==> config.mk <==
export PLATFORM = sky130hd
export DESIGN_NAME = pot_cmd_engine
export DESIGN_NICKNAME = d
export VERILOG_FILES = /design/src/rtl/potcmd_pkg.sv /design/src/rtl/pot_cmd_decode.sv /design/src/rtl/pot_busy_timer.sv /design/src/rtl/pot_step_sat.sv /design/src/rtl/pot_regfile.sv /design/src/rtl/pot_cmd_engine.sv
export SDC_FILE = /design/constraint.sdc
export NUM_CORES = 1
export LEC_CHECK = 0
export BUFFER_PORTS_ARGS = -buffer_cell sky130_fd_sc_hd__buf_2
export CORE_MARGIN = 5
export CORE_UTILIZATION = 45
export DETAILED_ROUTE_END_ITERATION = 8
export PLACE_DENSITY = 0.74
export SLEW_MARGIN = 40
export SYNTH_ARGS = -nofsm -noshare
export SYNTH_HDL_FRONTEND = slang
export SYNTH_SLANG_ARGS = --single-unit
==> constraint.sdc <==
create_clock -name clk -period 7.1 [get_ports clk]
set_input_delay 0.355 -clock clk [delete_from_list [all_inputs] [get_ports clk]]
set_output_delay 0.355 -clock clk [all_outputs]
set_load 0.05 [all_outputs]
==> src/rtl/potcmd_pkg.sv <==
// Package: opcode codes and the decoded-command record shared by the
// command engine and its decoder. Assumes a 4-bit opcode field.
package potcmd_pkg;

    localparam logic [3:0] OP_GLOAD  = 4'b0001;
    localparam logic [3:0] OP_STEP   = 4'b0010;
    localparam logic [3:0] OP_GSTORE = 4'b1000;
    localparam logic [3:0] OP_RD_W   = 4'b1001;
    localparam logic [3:0] OP_WR_W   = 4'b1010;
    localparam logic [3:0] OP_RD_R   = 4'b1011;
    localparam logic [3:0] OP_WR_R   = 4'b1100;
    localparam logic [3:0] OP_LOAD   = 4'b1101;
    localparam logic [3:0] OP_STORE  = 4'b1110;

    // Execution-relevant view of a command, held until it ends.
    typedef struct packed {
        logic wr_wiper;   // host byte -> wiper
        logic wr_reg;     // host byte -> stored register
        logic load_one;   // stored register -> wiper, one channel
        logic store_one;  // wiper -> stored register, one channel
        logic load_all;   // stored register -> wiper, every channel
        logic store_all;  // wiper -> stored register, every channel
        logic step;       // stepping mode
        logic third;      // command carries a third byte
    } cmd_dec_t;

endpackage

==> src/rtl/pot_cmd_decode.sv <==
// Opcode decoder: turns the 4-bit opcode into the execution record plus
// the two read flags, which are only needed in the instruction cycle.
// Assumes undefined opcodes decode to all zeros (no operation).
module pot_cmd_decode
    import potcmd_pkg::*;
(
    input  logic [3:0] opcode,
    output cmd_dec_t   dec,
    output logic       rd_wiper,
    output logic       rd_reg
);

    // Purpose: map each defined opcode to its operation flags.
    always_comb begin
        dec      = '0;
        rd_wiper = 1'b0;
        rd_reg   = 1'b0;
        unique case (opcode)
            OP_RD_W:   begin rd_wiper = 1'b1; dec.third = 1'b1; end
            OP_RD_R:   begin rd_reg   = 1'b1; dec.third = 1'b1; end
            OP_WR_W:   begin dec.wr_wiper = 1'b1; dec.third = 1'b1; end
            OP_WR_R:   begin dec.wr_reg   = 1'b1; dec.third = 1'b1; end
            OP_LOAD:   dec.load_one  = 1'b1;
            OP_STORE:  dec.store_one = 1'b1;
            OP_GLOAD:  dec.load_all  = 1'b1;
            OP_GSTORE: dec.store_all = 1'b1;
            OP_STEP:   dec.step      = 1'b1;
            default:   ;
        endcase
    end

endmodule

==> src/rtl/pot_busy_timer.sv <==
// Nonvolatile write timer: a load pulse starts a window of BUSY_CYCLES
// clock cycles during which busy is high. Assumes BUSY_CYCLES >= 1.
module pot_busy_timer #(
    parameter int BUSY_CYCLES = 2_000_000
) (
    input  logic clk,
    input  logic rst_n,
    input  logic load,
    output logic busy
);

    localparam int CNT_W = $clog2(BUSY_CYCLES + 1);

    logic [CNT_W-1:0] cnt_q;

    // Purpose: reload on a committed write, otherwise count down to zero.
    always_ff @(posedge clk) begin
        if (!rst_n) begin
            cnt_q <= '0;
        end else if (load) begin
            cnt_q <= CNT_W'(BUSY_CYCLES);
        end else if (cnt_q != '0) begin
            cnt_q <= cnt_q - 1'b1;
        end
    end

    assign busy = (cnt_q != '0);

    // a committed write always opens the window.
    p_load_opens_r10: assert property (@(posedge clk) disable iff (!rst_n)
        load |=> busy);

    // once idle, busy stays low without a new load.
    p_idle_holds_r10: assert property (@(posedge clk) disable iff (!rst_n)
        (!load && !busy) |=> !busy);

endmodule

==> src/rtl/pot_step_sat.sv <==
// Saturating one-tap step of a wiper value: changes only the low POS_W
// bits, keeps the control bits above them. Assumes DW > POS_W.
module pot_step_sat #(
    parameter int DW    = 8,
    parameter int POS_W = 6
) (
    input  logic [DW-1:0] cur,
    input  logic          up,
    output logic [DW-1:0] nxt
);

    localparam logic [POS_W-1:0] POS_MAX = '1;

    logic [POS_W-1:0] pos;

    // Purpose: move the position one tap, clamped at both ends.
    always_comb begin
        pos = cur[POS_W-1:0];
        if (up && pos != POS_MAX) begin
            pos = pos + POS_W'(1);
        end else if (!up && pos != '0) begin
            pos = pos - POS_W'(1);
        end
        nxt = {cur[DW-1:POS_W], pos};
    end

endmodule

==> src/rtl/pot_regfile.sv <==
// Wiper and stored-register storage: NUM_CH wipers and NUM_CH*NUM_REG
// stored registers, each with its own write enable. Stored register e
// belongs to channel e / NUM_REG. Assumes writes are decided upstream.
module pot_regfile #(
    parameter int NUM_CH  = 4,
    parameter int NUM_REG = 4,
    parameter int DW      = 8
) (
    input  logic                               clk,
    input  logic                               rst_n,
    input  logic [NUM_CH-1:0]                  wiper_we,
    input  logic [NUM_CH-1:0][DW-1:0]          wiper_wd,
    input  logic [NUM_CH*NUM_REG-1:0]          reg_we,
    input  logic [NUM_CH*NUM_REG-1:0][DW-1:0]  reg_wd,
    output logic [NUM_CH-1:0][DW-1:0]          wiper_q,
    output logic [NUM_CH*NUM_REG-1:0][DW-1:0]  reg_q
);

    localparam int NREG = NUM_CH * NUM_REG;

    for (genvar g = 0; g < NUM_CH; g++) begin : g_wiper
        // Purpose: hold one wiper, loading it when enabled.
        always_ff @(posedge clk) begin
            if (!rst_n) begin
                wiper_q[g] <= '0;
            end else if (wiper_we[g]) begin
                wiper_q[g] <= wiper_wd[g];
            end
        end
    end

    for (genvar e = 0; e < NREG; e++) begin : g_store
        // Purpose: hold one stored register, loading it when enabled.
        always_ff @(posedge clk) begin
            if (!rst_n) begin
                reg_q[e] <= '0;
            end else if (reg_we[e]) begin
                reg_q[e] <= reg_wd[e];
            end
        end
    end

    // without any enable from the engine no stored value moves.
    p_store_quiet_r11: assert property (@(posedge clk) disable iff (!rst_n)
        (reg_we == '0) |=> $stable(reg_q));

endmodule

==> src/rtl/pot_cmd_engine.sv <==
// Command execution engine for a bank of digitally set potentiometers.
// Takes event pulses from a serial slave front end, holds the pending
// command until the stop, then commits it. Stored-register writes start
// the nonvolatile busy window. Assumes one event class per cycle is the
// norm; if several coincide, priority is start, stop, instruction, data,
// step. Assumes NUM_CH and NUM_REG are powers of two filling bits 3:0.
module pot_cmd_engine
    import potcmd_pkg::*;
#(
    parameter int NUM_CH      = 4,
    parameter int NUM_REG     = 4,
    parameter int DW          = 8,
    parameter int POS_W       = 6,
    parameter int BUSY_CYCLES = 2_000_000
) (
    input  logic                 clk,
    input  logic                 rst_n,
    input  logic                 start_det,
    input  logic                 stop_det,
    input  logic                 instr_valid,
    input  logic [7:0]           instr_byte,
    input  logic                 data_valid,
    input  logic [DW-1:0]        data_byte,
    input  logic                 step_valid,
    input  logic                 step_up,
    output logic                 data_phase,
    output logic                 step_mode,
    output logic                 busy,
    output logic [DW-1:0]        rd_data,
    output logic [NUM_CH*DW-1:0] wiper_bus
);

    localparam int CH_W = $clog2(NUM_CH);
    localparam int RS_W = $clog2(NUM_REG);
    localparam int NREG = NUM_CH * NUM_REG;

    // Fields of the incoming instruction.
    logic [3:0]      in_op;
    logic [CH_W-1:0] in_ch;
    logic [RS_W-1:0] in_rs;
    assign in_op = instr_byte[7:4];
    assign in_ch = instr_byte[RS_W +: CH_W];
    assign in_rs = instr_byte[RS_W-1:0];

    // Pending command state.
    logic            active_q;
    logic            got_q;
    cmd_dec_t        dec_q;
    logic [CH_W-1:0] ch_q;
    logic [RS_W-1:0] rs_q;
    logic [DW-1:0]   data_q;
    logic [DW-1:0]   rd_q;

    cmd_dec_t dec_in;
    logic     in_rd_wiper;
    logic     in_rd_reg;

    pot_cmd_decode u_decode (
        .opcode   (in_op),
        .dec      (dec_in),
        .rd_wiper (in_rd_wiper),
        .rd_reg   (in_rd_reg)
    );

    // Storage.
    logic [NUM_CH-1:0]          wiper_we;
    logic [NUM_CH-1:0][DW-1:0]  wiper_wd;
    logic [NREG-1:0]            reg_we;
    logic [NREG-1:0][DW-1:0]    reg_wd;
    logic [NUM_CH-1:0][DW-1:0]  wiper_q;
    logic [NREG-1:0][DW-1:0]    reg_q;

    pot_regfile #(
        .NUM_CH  (NUM_CH),
        .NUM_REG (NUM_REG),
        .DW      (DW)
    ) u_regs (
        .clk      (clk),
        .rst_n    (rst_n),
        .wiper_we (wiper_we),
        .wiper_wd (wiper_wd),
        .reg_we   (reg_we),
        .reg_wd   (reg_wd),
        .wiper_q  (wiper_q),
        .reg_q    (reg_q)
    );

    // Event qualification in priority order.
    logic ev_start, ev_stop, ev_instr, ev_data, ev_step, commit, nv_load;
    assign ev_start = start_det;
    assign ev_stop  = !start_det && stop_det;
    assign ev_instr = !start_det && !stop_det && instr_valid && !busy;
    assign ev_data  = !start_det && !stop_det && !instr_valid && data_valid
                      && active_q && (dec_q.wr_wiper || dec_q.wr_reg);
    assign ev_step  = !start_det && !stop_det && !instr_valid && step_valid
                      && active_q && dec_q.step;
    assign commit   = ev_stop && active_q;
    assign nv_load  = commit && ((dec_q.wr_reg && got_q)
                                 || dec_q.store_one || dec_q.store_all);

    pot_busy_timer #(
        .BUSY_CYCLES (BUSY_CYCLES)
    ) u_busy (
        .clk   (clk),
        .rst_n (rst_n),
        .load  (nv_load),
        .busy  (busy)
    );

    logic [DW-1:0] step_val;

    pot_step_sat #(
        .DW    (DW),
        .POS_W (POS_W)
    ) u_step (
        .cur (wiper_q[ch_q]),
        .up  (step_up),
        .nxt (step_val)
    );

    // Per-channel wiper write decision.
    for (genvar g = 0; g < NUM_CH; g++) begin : g_wsel
        localparam logic [CH_W-1:0] CH = CH_W'(g);
        logic hit;
        assign hit = (ch_q == CH);
        assign wiper_we[g] = (ev_step && hit)
            || (commit && (((dec_q.wr_wiper && got_q) || dec_q.load_one) && hit
                           || dec_q.load_all));
        assign wiper_wd[g] = ev_step        ? step_val :
                             dec_q.wr_wiper ? data_q   : reg_q[{CH, rs_q}];
    end

    // Per-entry stored-register write decision.
    for (genvar e = 0; e < NREG; e++) begin : g_rsel
        localparam logic [CH_W-1:0] CH = CH_W'(e / NUM_REG);
        localparam logic [RS_W-1:0] RS = RS_W'(e % NUM_REG);
        assign reg_we[e] = commit && (rs_q == RS)
            && ((((dec_q.wr_reg && got_q) || dec_q.store_one) && ch_q == CH)
                || dec_q.store_all);
        assign reg_wd[e] = dec_q.wr_reg ? data_q : wiper_q[e / NUM_REG];
    end

    // Purpose: track the pending command through its bus events.
    always_ff @(posedge clk) begin
        if (!rst_n) begin
            active_q <= 1'b0;
            got_q    <= 1'b0;
            dec_q    <= '0;
            ch_q     <= '0;
            rs_q     <= '0;
            data_q   <= '0;
        end else if (ev_start || ev_stop) begin
            active_q <= 1'b0;
            got_q    <= 1'b0;
        end else if (ev_instr) begin
            active_q <= 1'b1;
            got_q    <= 1'b0;
            dec_q    <= dec_in;
            ch_q     <= in_ch;
            rs_q     <= in_rs;
        end else if (ev_data) begin
            got_q    <= 1'b1;
            data_q   <= data_byte;
        end
    end

    // Purpose: capture the byte a read command will shift out.
    always_ff @(posedge clk) begin
        if (!rst_n) begin
            rd_q <= '0;
        end else if (ev_instr && in_rd_wiper) begin
            rd_q <= wiper_q[in_ch];
        end else if (ev_instr && in_rd_reg) begin
            rd_q <= reg_q[{in_ch, in_rs}];
        end
    end

    assign data_phase = active_q && dec_q.third;
    assign step_mode  = active_q && dec_q.step;
    assign rd_data    = rd_q;
    assign wiper_bus  = wiper_q;

    // a command is never both a three-byte and a stepping command.
    p_phase_excl_r9: assert property (@(posedge clk) disable iff (!rst_n)
        !(data_phase && step_mode));

    // no command can be pending while the write window is open.
    p_busy_blocks_r10: assert property (@(posedge clk) disable iff (!rst_n)
        busy |-> (!data_phase && !step_mode));

    // wipers move only on a committing stop or an accepted step.
    p_wiper_quiet_r4: assert property (@(posedge clk) disable iff (!rst_n)
        (!(stop_det && !start_det && active_q) && !ev_step) |=> $stable(wiper_bus));

    // an upward step below the top moves the position by exactly one.
    p_step_up_r8: assert property (@(posedge clk) disable iff (!rst_n)
        (ev_step && step_up && (wiper_q[ch_q][POS_W-1:0] != '1))
        |=> (wiper_q[ch_q][POS_W-1:0] == $past(wiper_q[ch_q][POS_W-1:0]) + POS_W'(1)));

endmodule

==> summary.txt <==
STA
  – Final Hold Vio Count: 0
  – Clk_skew: 0.0192 ns
  – Worst-Margin Slew: 0.787 ns
  – Pins Over Slew Limit: 0
  – RSZ-0062 raised after global routing: no
  – Final setup vio count: 0
  – Max_slew headroom: 0.475
  – Final min period: 3.13 ns
  – Setup tns final: 0 ns
  – Final worst-path cycle share: 0.441
  – Fmax: 320 MHz

Setup path
  – CP Launch Type: register
  – Worst Setup Path Type: reg -> reg
  – Count of buffer and inverter cells on the critical path: 0
  – Max stage delay on crit path: 0.79 ns
  – Crit path max-delay family: compound AO/OA/AOI/OAI gates
  – Worst path arrival time: 3.60 ns
  – Worst setup EP type: register
  – Worst-path cell chain: mux4_2 -> ha_1 -> nand2_1 -> o22ai_1 -> a31oi_1 -> or3_1 -> o32ai_2 -> o221a_2
  – CP required: 7.57 ns
  – Crit-path max FO: 16
  – CP max stage cell: dfxtp_1

Clock network
  – Hold-fix buffers, CTS: 0
  – CTS tree: built
  – Clock Latency Late Sink: 0.52 ns
  – Root Driver: clkbuf_16
  – CTS sink count: 211
  – # resized after CTS: 0
  – Post-CTS setup buffers: 0
  – Max Root-Sink Buffers: 3
  – CTS Buf Count: 24
  – H-tree levels: 1
  – Clock slew at reported path FFs: 0.06 ns

Global routing
  – Initial antenna violation count: 0
  – Total GRT Usage: 0.228
  – Vias in the first global route: 9,152
  – Total grt overflow: 0
  – First-pass GRT wire length: 52,000 um
  – Largest net degree at the start of global routing: 105

Drt
  – Number of remaining DRC errors: 0
  – Vias post-DR: 9,516
  – Pre-antenna DRT Iters: 6
  – DR WL/cell: 22.3 um
  – M1 WL: 13,400 um
  – WL met3: 3140 um
  – Initial DRC Count: 1,249
  – Met2 Wirelength: 15,300 um
  – Vias per cell: 6.37
  – DR top layer: met4
  – Detailed-route wire length: 33,300 um
  – ANT nets after route: 0

Logic synthesis
  – Synth area leaders: dfxtp_1, mux4_2, o211a_1
  – Syn Nets: 1,151
  – #FFs+latches synth: 211
  – Async SR Flop Fraction: 0
  – Synth area leader: dfxtp_1
  – Main synth FF type: dfxtp_1
  – Synth warn: 0
  – Commonest cells in the netlist: dfxtp_1, nand2_1, o211a_1
  – Cells after synthesis: 1,122
  – Number of enable flip-flop cells after synthesis: 0
  – Netlist cell types: 58
  – Most common cell in the netlist: dfxtp_1
  – Syn_area_per_cell: 10.1 um^2
  – Post-synthesis cell area: 0.0113 mm^2
  – Synth top area share: 0.374
  – Register area share after synthesis: 0.374

Power
  – Power Dens Cells: 234 mW/mm^2
  – Power share of the sequential group: 0.433
  – Gate power share: 0.158
  – Clock power share: 0.408
  – Pint: 2.16 mW
  – Peak VDD IR: 0.183 mV
  – Net Switching: 795 uW
  – Net Sw Frac: 0.269
  – Lkg Pwr: 5.91 nW

Die
  – I/O Pins: 67
  – Core footprint: 0.0250 mm^2
  – Die X: 168 um
  – Die Ht: 168 um
  – Cell Rows: 58
  – Initial Utilization: 0.453
  – Die area: 0.0284 mm^2

Final layout
  – Fin nets: 1,177
  – Area growth syn-to-layout: 12.0%
  – Final instance area: 0.0127 mm^2
  – ANT cells: 0
  – Layout cell share with drive strength beyond 1: 0.207

Run
  – Max-Cap Viols: 0

Placement
  – GPL Wtd Cong: 0.961
  – Port Buf Inserts: 66
  – Dpl cell area: 0.0119 mm^2
  – Hpwl dp: 22,400 um

Run status
  – Run status: completed

Min path
  – Hold crit path type: in -> reg
-- cells by family (layout without fill, tap and decap cells) --
family / after synthesis / after routing / share of synthesized area
buffers and inverters: 114 / 157 / 0.0392
xor gates and xnor gates: 16 / 16 / 0.0124
DFF: 211 / 211 / 0.374
AOI/OAI and AO/OA: 276 / 276 / 0.196
and+or+nand+nor: 357 / 357 / 0.149
muxes: 143 / 143 / 0.224
adders and majority gates: 5 / 5 / 0.00554
-- final timing paths --
| path | startpoint | endpoint | slack (ns) | cells after the start |
|---|---|---|---|---|
| worst max-delay path | ch_q[1]$_SDFFE_PN0P_ | u_regs.wiper_q[25]$_SDFFE_PN0P_ | 3.97 | 8 |
| worst min-delay path | data_byte[4] | data_q[4]$_SDFFE_PN0P_ | 0.09 | 3 |
| worst max register to register | ch_q[1]$_SDFFE_PN0P_ | u_regs.wiper_q[25]$_SDFFE_PN0P_ | 3.97 | 8 |
| worst min register to register | dec_q[5]$_SDFFE_PN0P_ | dec_q[5]$_SDFFE_PN0P_ | 0.46 | 2 |
-- per-stage QoR --
stage	utilization	setup slack (ns)	hold slack, ns	cells	power, mW
finish	0.507	3.97	0.0921	1495	2.96
detailed placement	0.476	3.74	0.456	1452	1.78
global placement	0.475	3.79	0.448	1452	1.76
CTS	0.507	3.73	0.0909	1495	2.98
global route	0.507	3.87	0.106	1495	3.08
floorplan	-	4.48	0.430	1122	1.69
-- layer usage --
layer	vias up	global-route usage
met3	94	0.0383
met5	-	0
met4	0	0.0942
met1	4655	0.313
li1	4249	-
met2	518	0.360
-- power groups by stage --
stage | combinational (mW) | sequential [mW] | clock [mW]
after floorplan | 0.397 | 1.29 | 0
after global placement | 0.456 | 1.30 | 0
after detailed placement | 0.469 | 1.31 | 0
after CTS | 0.472 | 1.28 | 1.22
after global routing | 0.526 | 1.29 | 1.27
final | 0.468 | 1.28 | 1.21
-- registers in the layout (all words and copies together), names as in the netlist --
name	count
got_q	1
data_q	8
rs_q	2
active_q	1
u_busy.cnt_q	21
u_regs.reg_q	128
rd_data	8
dec_q	8
ch_q	2
u_regs.wiper_q	32
-- placed cells by master (no fill, tap or decap), types with 4 or more instances in the layout --
| cell type | instances |
|---|---|
| o211a_1 | 129 |
| buf_2 | 64 |
| and3_1 | 5 |
| o211ai_1 | 10 |
| mux2i_1 | 55 |
| or3_1 | 10 |
| clkinv_2 | 5 |
| a21oi_1 | 38 |
| inv_1 | 29 |
| or4_1 | 8 |
| ha_1 | 5 |
| nor4_1 | 4 |
| or2_2 | 5 |
| nand2b_1 | 20 |
| o221a_2 | 4 |
| nor3_1 | 10 |
| nor2b_1 | 8 |
| clkbuf_16 | 25 |
| clkbuf_8 | 4 |
| nor2_2 | 8 |
| a41o_1 | 4 |
| o21ai_0 | 38 |
| xnor2_1 | 10 |
| o22ai_1 | 17 |
| nand3_1 | 16 |
| dfxtp_2 | 4 |
| clkbuf_1 | 7 |
| a21boi_0 | 13 |
| nor2_1 | 46 |
| and2_1 | 5 |
| buf_4 | 19 |
| dfxtp_1 | 207 |
| mux4_2 | 88 |
| nand2_1 | 194 |
| a21boi_1 | 6 |
| xor2_1 | 6 |
-- final cells by class --
type,instances,area (um^2)
Fill cell,2234,12300
Multi-Input combinational cell,797,6650
Sequential cell,211,4230
Clock buffer,36,707
Timing Repair Buffer,85,485
Tap cell,330,413
Inverter,29,109
Clock inverter,7,63.8
-- tightest hold or removal path: cells and delay by family --
kind          cells  cell delay, ns
simple gates      1            0.10
mux               1            0.06
buf+inv           1            0.07
Note: power is estimated with default switching activity, not from simulation.
